$ cat config.mk
export PLATFORM = sky130hd
export DESIGN_NAME = bsn_negator
export DESIGN_NICKNAME = d
export VERILOG_FILES = /design/src/rtl/bsn_pkg.sv /design/src/rtl/bsn_ctrl.sv /design/src/rtl/bsn_shifter.sv /design/src/rtl/bsn_cell.sv /design/src/rtl/bsn_collect.sv /design/src/rtl/bsn_negator.sv
export SDC_FILE = /design/constraint.sdc
export NUM_CORES = 1
export LEC_CHECK = 0
export BUFFER_PORTS_ARGS = -buffer_cell sky130_fd_sc_hd__buf_4
export CORE_UTILIZATION = 45
export CTS_BUF_LIST = sky130_fd_sc_hd__clkbuf_8
export DETAILED_ROUTE_END_ITERATION = 7
export PLACE_DENSITY = 0.68
export SLEW_MARGIN = 40
export SYNTH_ARGS = -nofsm -noshare
export SYNTH_HDL_FRONTEND = slang
export SYNTH_SLANG_ARGS = --single-unit
$ cat constraint.sdc
create_clock -name clk -period 1.6 [get_ports clk]
set_clock_uncertainty 0.1 [all_clocks]
set_input_delay 0.08 -clock clk [delete_from_list [all_inputs] [get_ports clk]]
set_output_delay 0.08 -clock clk [all_outputs]
set_load 0.01 [all_outputs]
$ cat src/rtl/bsn_pkg.sv
package bsn_pkg;
   // Width of the bit counter needed for a given word width
   function automatic int cnt_bits(input int w);
      return (w > 1) ? $clog2(w) : 1;
   endfunction
endpackage

$ cat src/rtl/bsn_ctrl.sv
module bsn_ctrl #(
   parameter int WIDTH = 4
) (
   input  logic clk,
   input  logic rst_n,
   input  logic start,
   output logic load,
   output logic step,
   output logic last,
   output logic busy,
   output logic done
);
   localparam int CW = bsn_pkg::cnt_bits(WIDTH);
   localparam logic [CW-1:0] LAST_IDX = CW'(WIDTH - 1);

   logic [CW-1:0] cnt_q;
   logic          busy_q;
   logic          done_q;

   assign load = start && !busy_q;
   assign step = busy_q;
   assign last = busy_q && (cnt_q == LAST_IDX);
   assign busy = busy_q;
   assign done = done_q;

   always_ff @(posedge clk or negedge rst_n) begin
      if (!rst_n) begin
         cnt_q  <= '0;
         busy_q <= 1'b0;
         done_q <= 1'b0;
      end else begin
         done_q <= last;
         if (load) begin
            cnt_q  <= '0;
            busy_q <= 1'b1;
         end else if (last) begin
            busy_q <= 1'b0;
         end else if (busy_q) begin
            cnt_q <= cnt_q + 1'b1;
         end
      end
   end
endmodule

$ cat src/rtl/bsn_shifter.sv
module bsn_shifter #(
   parameter int WIDTH = 4
) (
   input  logic             clk,
   input  logic             rst_n,
   input  logic             load,
   input  logic             step,
   input  logic [WIDTH-1:0] operand,
   output logic             in_bit
);
   logic [WIDTH-1:0] sreg_q;

   assign in_bit = sreg_q[0];

   always_ff @(posedge clk or negedge rst_n) begin
      if (!rst_n)
         sreg_q <= '0;
      else if (load)
         sreg_q <= operand;
      else if (step)
         sreg_q <= {1'b0, sreg_q[WIDTH-1:1]};
   end
endmodule

$ cat src/rtl/bsn_cell.sv
module bsn_cell (
   input  logic clk,
   input  logic rst_n,
   input  logic load,
   input  logic step,
   input  logic in_bit,
   output logic out_bit,
   output logic any_one
);
   // Flag: a one has already passed in this conversion
   logic seen_q;

   assign out_bit = in_bit ^ seen_q;
   assign any_one = seen_q | in_bit;

   always_ff @(posedge clk or negedge rst_n) begin
      if (!rst_n)
         seen_q <= 1'b0;
      else if (load)
         seen_q <= 1'b0;
      else if (step)
         seen_q <= seen_q | in_bit;
   end
endmodule

$ cat src/rtl/bsn_collect.sv
module bsn_collect #(
   parameter int WIDTH = 4
) (
   input  logic             clk,
   input  logic             rst_n,
   input  logic             step,
   input  logic             last,
   input  logic             in_bit,
   input  logic             out_bit,
   input  logic             any_one,
   output logic [WIDTH-1:0] result,
   output logic             overflow
);
   logic [WIDTH-1:0] shadow_q;
   logic [WIDTH-1:0] result_q;
   logic             ovf_q;
   logic [WIDTH-1:0] shadow_nx;

   assign shadow_nx = {out_bit, shadow_q[WIDTH-1:1]};
   assign result    = result_q;
   assign overflow  = ovf_q;

   always_ff @(posedge clk or negedge rst_n) begin
      if (!rst_n) begin
         shadow_q <= '0;
         result_q <= '0;
         ovf_q    <= 1'b0;
      end else begin
         if (step)
            shadow_q <= shadow_nx;
         if (last) begin
            result_q <= shadow_nx;
            // sign in set, sign out set, operand nonzero
            ovf_q    <= in_bit & out_bit & any_one;
         end
      end
   end
endmodule

$ cat src/rtl/bsn_negator.sv
module bsn_negator #(
   parameter int WIDTH = 4
) (
   input  logic             clk,
   input  logic             rst_n,
   input  logic             start,
   input  logic [WIDTH-1:0] operand,
   output logic             busy,
   output logic             neg_bit,
   output logic             neg_vld,
   output logic [WIDTH-1:0] result,
   output logic             done,
   output logic             overflow
);
   generate
      if (WIDTH < 2) begin : g_width_check
         $error("bsn_negator: WIDTH must be at least 2");
      end
   endgenerate

   logic load, step, last;
   logic in_bit, out_bit, any_one;

   bsn_ctrl #(.WIDTH(WIDTH)) u_ctrl (
      .clk   (clk),
      .rst_n (rst_n),
      .start (start),
      .load  (load),
      .step  (step),
      .last  (last),
      .busy  (busy),
      .done  (done)
   );

   bsn_shifter #(.WIDTH(WIDTH)) u_shift (
      .clk     (clk),
      .rst_n   (rst_n),
      .load    (load),
      .step    (step),
      .operand (operand),
      .in_bit  (in_bit)
   );

   bsn_cell u_cell (
      .clk     (clk),
      .rst_n   (rst_n),
      .load    (load),
      .step    (step),
      .in_bit  (in_bit),
      .out_bit (out_bit),
      .any_one (any_one)
   );

   bsn_collect #(.WIDTH(WIDTH)) u_coll (
      .clk      (clk),
      .rst_n    (rst_n),
      .step     (step),
      .last     (last),
      .in_bit   (in_bit),
      .out_bit  (out_bit),
      .any_one  (any_one),
      .result   (result),
      .overflow (overflow)
   );

   assign neg_bit = out_bit & step;
   assign neg_vld = step;
endmodule

==> flow_summary.yaml <==
status:
  status: "completed"
final_layout:
  post-route-util_pct: 61.0
  diodes: 0
  num-nets-final: 89
  area_growth_pct: 24.3
  n_fill_cell: 127
  layout-drive-gt1-share_pct: 35.1
  fin_cells: 93
route:
  wire_per_inst_um: 12.1
  finalWirelength_um: 1130
  first_pass_iters: 3
  vias: 458
  route.detailed.drc: 0
  post_drt_via_cell_ratio: 4.92
  drt_iter0_markers: 3
  drt.antenna.violating_nets: 0
global_routing:
  grt_pass1_wl_um: 1970
  grt_max_degree: 18
  antenna_found_initial: 0
  grt_pass1_vias: 454
  track_usage_pct: 15.1
  grt_overflow: 0
hold_path:
  holdCritPathClass: "in -> reg"
  hold_start: "operand[1]"
critical_path:
  reg2reg_from: "u_ctrl.cnt_q[0]"
  cp-start-kind: "register"
  crit_path_start: "u_shift.sreg_q[0]"
  cp.arrival_ns: 1.30
  required_ns: 1.42
  criticalPathCategory: "reg -> out"
  crit_path_max_fanout: 3
  worstSetupEndpointType: "primary output"
timing:
  fmax_mhz: 675
  setup_viol: 0
  period_share_pct: 92.5
  drv_slew: 0
  rsz0062_at_grt: "no"
  max_slew_margin_pct: 80.1
  fin_crit_ns: 1.48
  finalHoldViolCount: 0
  worst_slack_ns: 0.120
  worst_pin_slew_ns: 0.299
  finalSetupTns_ns: 0
floorplanning:
  rows: 14
  io_pins: 16
  initial_core_util_pct: 49.1
  dieWidth_um: 43.0
  die_area_um2: 1850
  die_h_um: 43.0
  core_um2: 1540
synth:
  ys_seq_area_share_pct: 56.2
  syn_area_per_cell_um2: 13.1
  synth_cell_types: 20
  synth.largest_area_cell: "dfrtp_1"
  synthTopCellsByArea: "dfrtp_1, mux2_4, ha_1"
  synth_nets: 69
  syn_inst: 58
  ys_seq_elements: 17
  synth_top_area_share_pct: 56.2
  yosys_warnings: 0
  synth_area_um2: 757
clocking:
  cts-root-buf: "clkbuf_8"
  htree_levels: 1
  cts_resized: 0
  cts_made_buffers: 3
  cts_sinks: 17
  cts_tree: "yes"
  path_clk_slew_ns: 0.06
  clk_latency_ns: 0.25
  clk_path_buf_depth: 2
place:
  dp.cells: 86
  dp_hpwl_um: 785
  dp_slack_ns: 0.231
  place.gp.congestion: 0.714
  io_buffers: 15
pwr:
  ir_drop_mv: 1.05
  p_per_area_nw_per_um2: 1890
  power_leakage_nw: 0.476
  finalPower_mw: 1.78
job:
  drv_cap: 0
-- layout by cell type (no fill, tap or decap) --
cell            n
dlygate4sd3_1   3
o21ai_1         2
o31ai_1         1
buf_4          16
a21oi_1         1
nand2_1         5
a21o_1          1
inv_2           1
mux2_2          1
dfrtp_1        17
mux2i_1         5
and2_4          1
and2_1          1
clkbuf_8        3
o21ai_0         4
ha_1            4
nor2_1          2
mux2_4          5
mux2_1          1
inv_1           3
-- cells by family (layout without fill, tap and decap cells) --
kind of cell | after synthesis | after routing | share of synthesized area [%]
muxes | 12 | 12 | 19.5
buffers and inverters | 7 | 26 | 5.62
DFF | 17 | 17 | 56.2
and+or+nand+nor | 9 | 9 | 5.46
AOI/OAI and AO/OA | 9 | 9 | 6.61
adders and majority gates | 4 | 4 | 6.61
-- final cells by class --
type	count	area, um^2	share of cell area, %
inverter	3	11.3	1.20
timing repair buffer	19	150	16.0
multi-input combinational	34	289	30.7
sequential	17	425	45.2
clock buffer	3	41.3	4.39
tap	16	20.0	2.13
clock inverter	1	3.75	0.399
-- registers in the layout, summed over array words and instances (netlist names) --
signal / cells
u_coll.overflow: 1
u_ctrl.busy: 1
u_coll.shadow_q: 3
u_shift.sreg_q: 4
u_ctrl.cnt_q: 2
u_ctrl.done: 1
u_coll.result: 4
u_cell.seen_q: 1
-- repair_timing --
action,in CTS,in global routing
hold buffers,3,0
setup buffers,0,0
hold endpoints to repair,19,0
-- stage by stage --
stage / instance area, um^2 / hold WS, ns
global placement: 866 / -0.144
detailed placement: 866 / -0.145
CTS: 941 / 0.0249
finish: 941 / 0.0257
floorplan: 757 / -0.316
global route: 941 / 0.0349
-- cells in the mapped netlist, drive strengths merged --
| cell type | number |
|---|---|
| o31ai | 1 |
| a21oi | 1 |
| nand2 | 5 |
| mux2i | 5 |
| o21ai | 6 |
| and2 | 2 |
| dfrtp | 17 |
| buf | 4 |
| nor2 | 2 |
| a21o | 1 |
| ha | 4 |
| mux2 | 7 |
| inv | 3 |
-- layer usage --
metal / track usage (%) / share of wire, % / vias up
li1: - / - / 230
met1: 19.1 / 49 / 215
met2: 21.2 / 44 / 9
met3: 6.38 / 4.7 / 4
met4: 9.09 / 2.2 / 0
met5: 0 / 0 / -
-- where the power goes --
group / switching [mW] / leakage, nW / internal, mW
logic: 0.297 / 0.238 / 0.426
clock network: 0.131 / 0.0269 / 0.170
registers: 0.134 / 0.211 / 0.624
total: 0.562 / 0.476 / 1.22
-- worst max-delay path, cell delays in order (launching register included) --
cell and delay, ns:
dfrtp_1 0.37, inv_1 0.06, ha_1 0.30, and2_1 0.18
buf_4 0.15
-- worst paths after layout --
check | depth (start not counted) | slack (ns) | end
max | 4 | 0.12 | neg_bit
min | 3 | 0.03 | u_shift.sreg_q[1]
max reg2reg | 3 | 0.21 | u_coll.result[2]
min reg2reg | 2 | 0.38 | u_cell.seen_q
max in group asynchronous | 2 | 1.09 | u_ctrl.busy
min in group asynchronous | 2 | 0.13 | u_ctrl.done
Power figures use the tool's default switching activity.
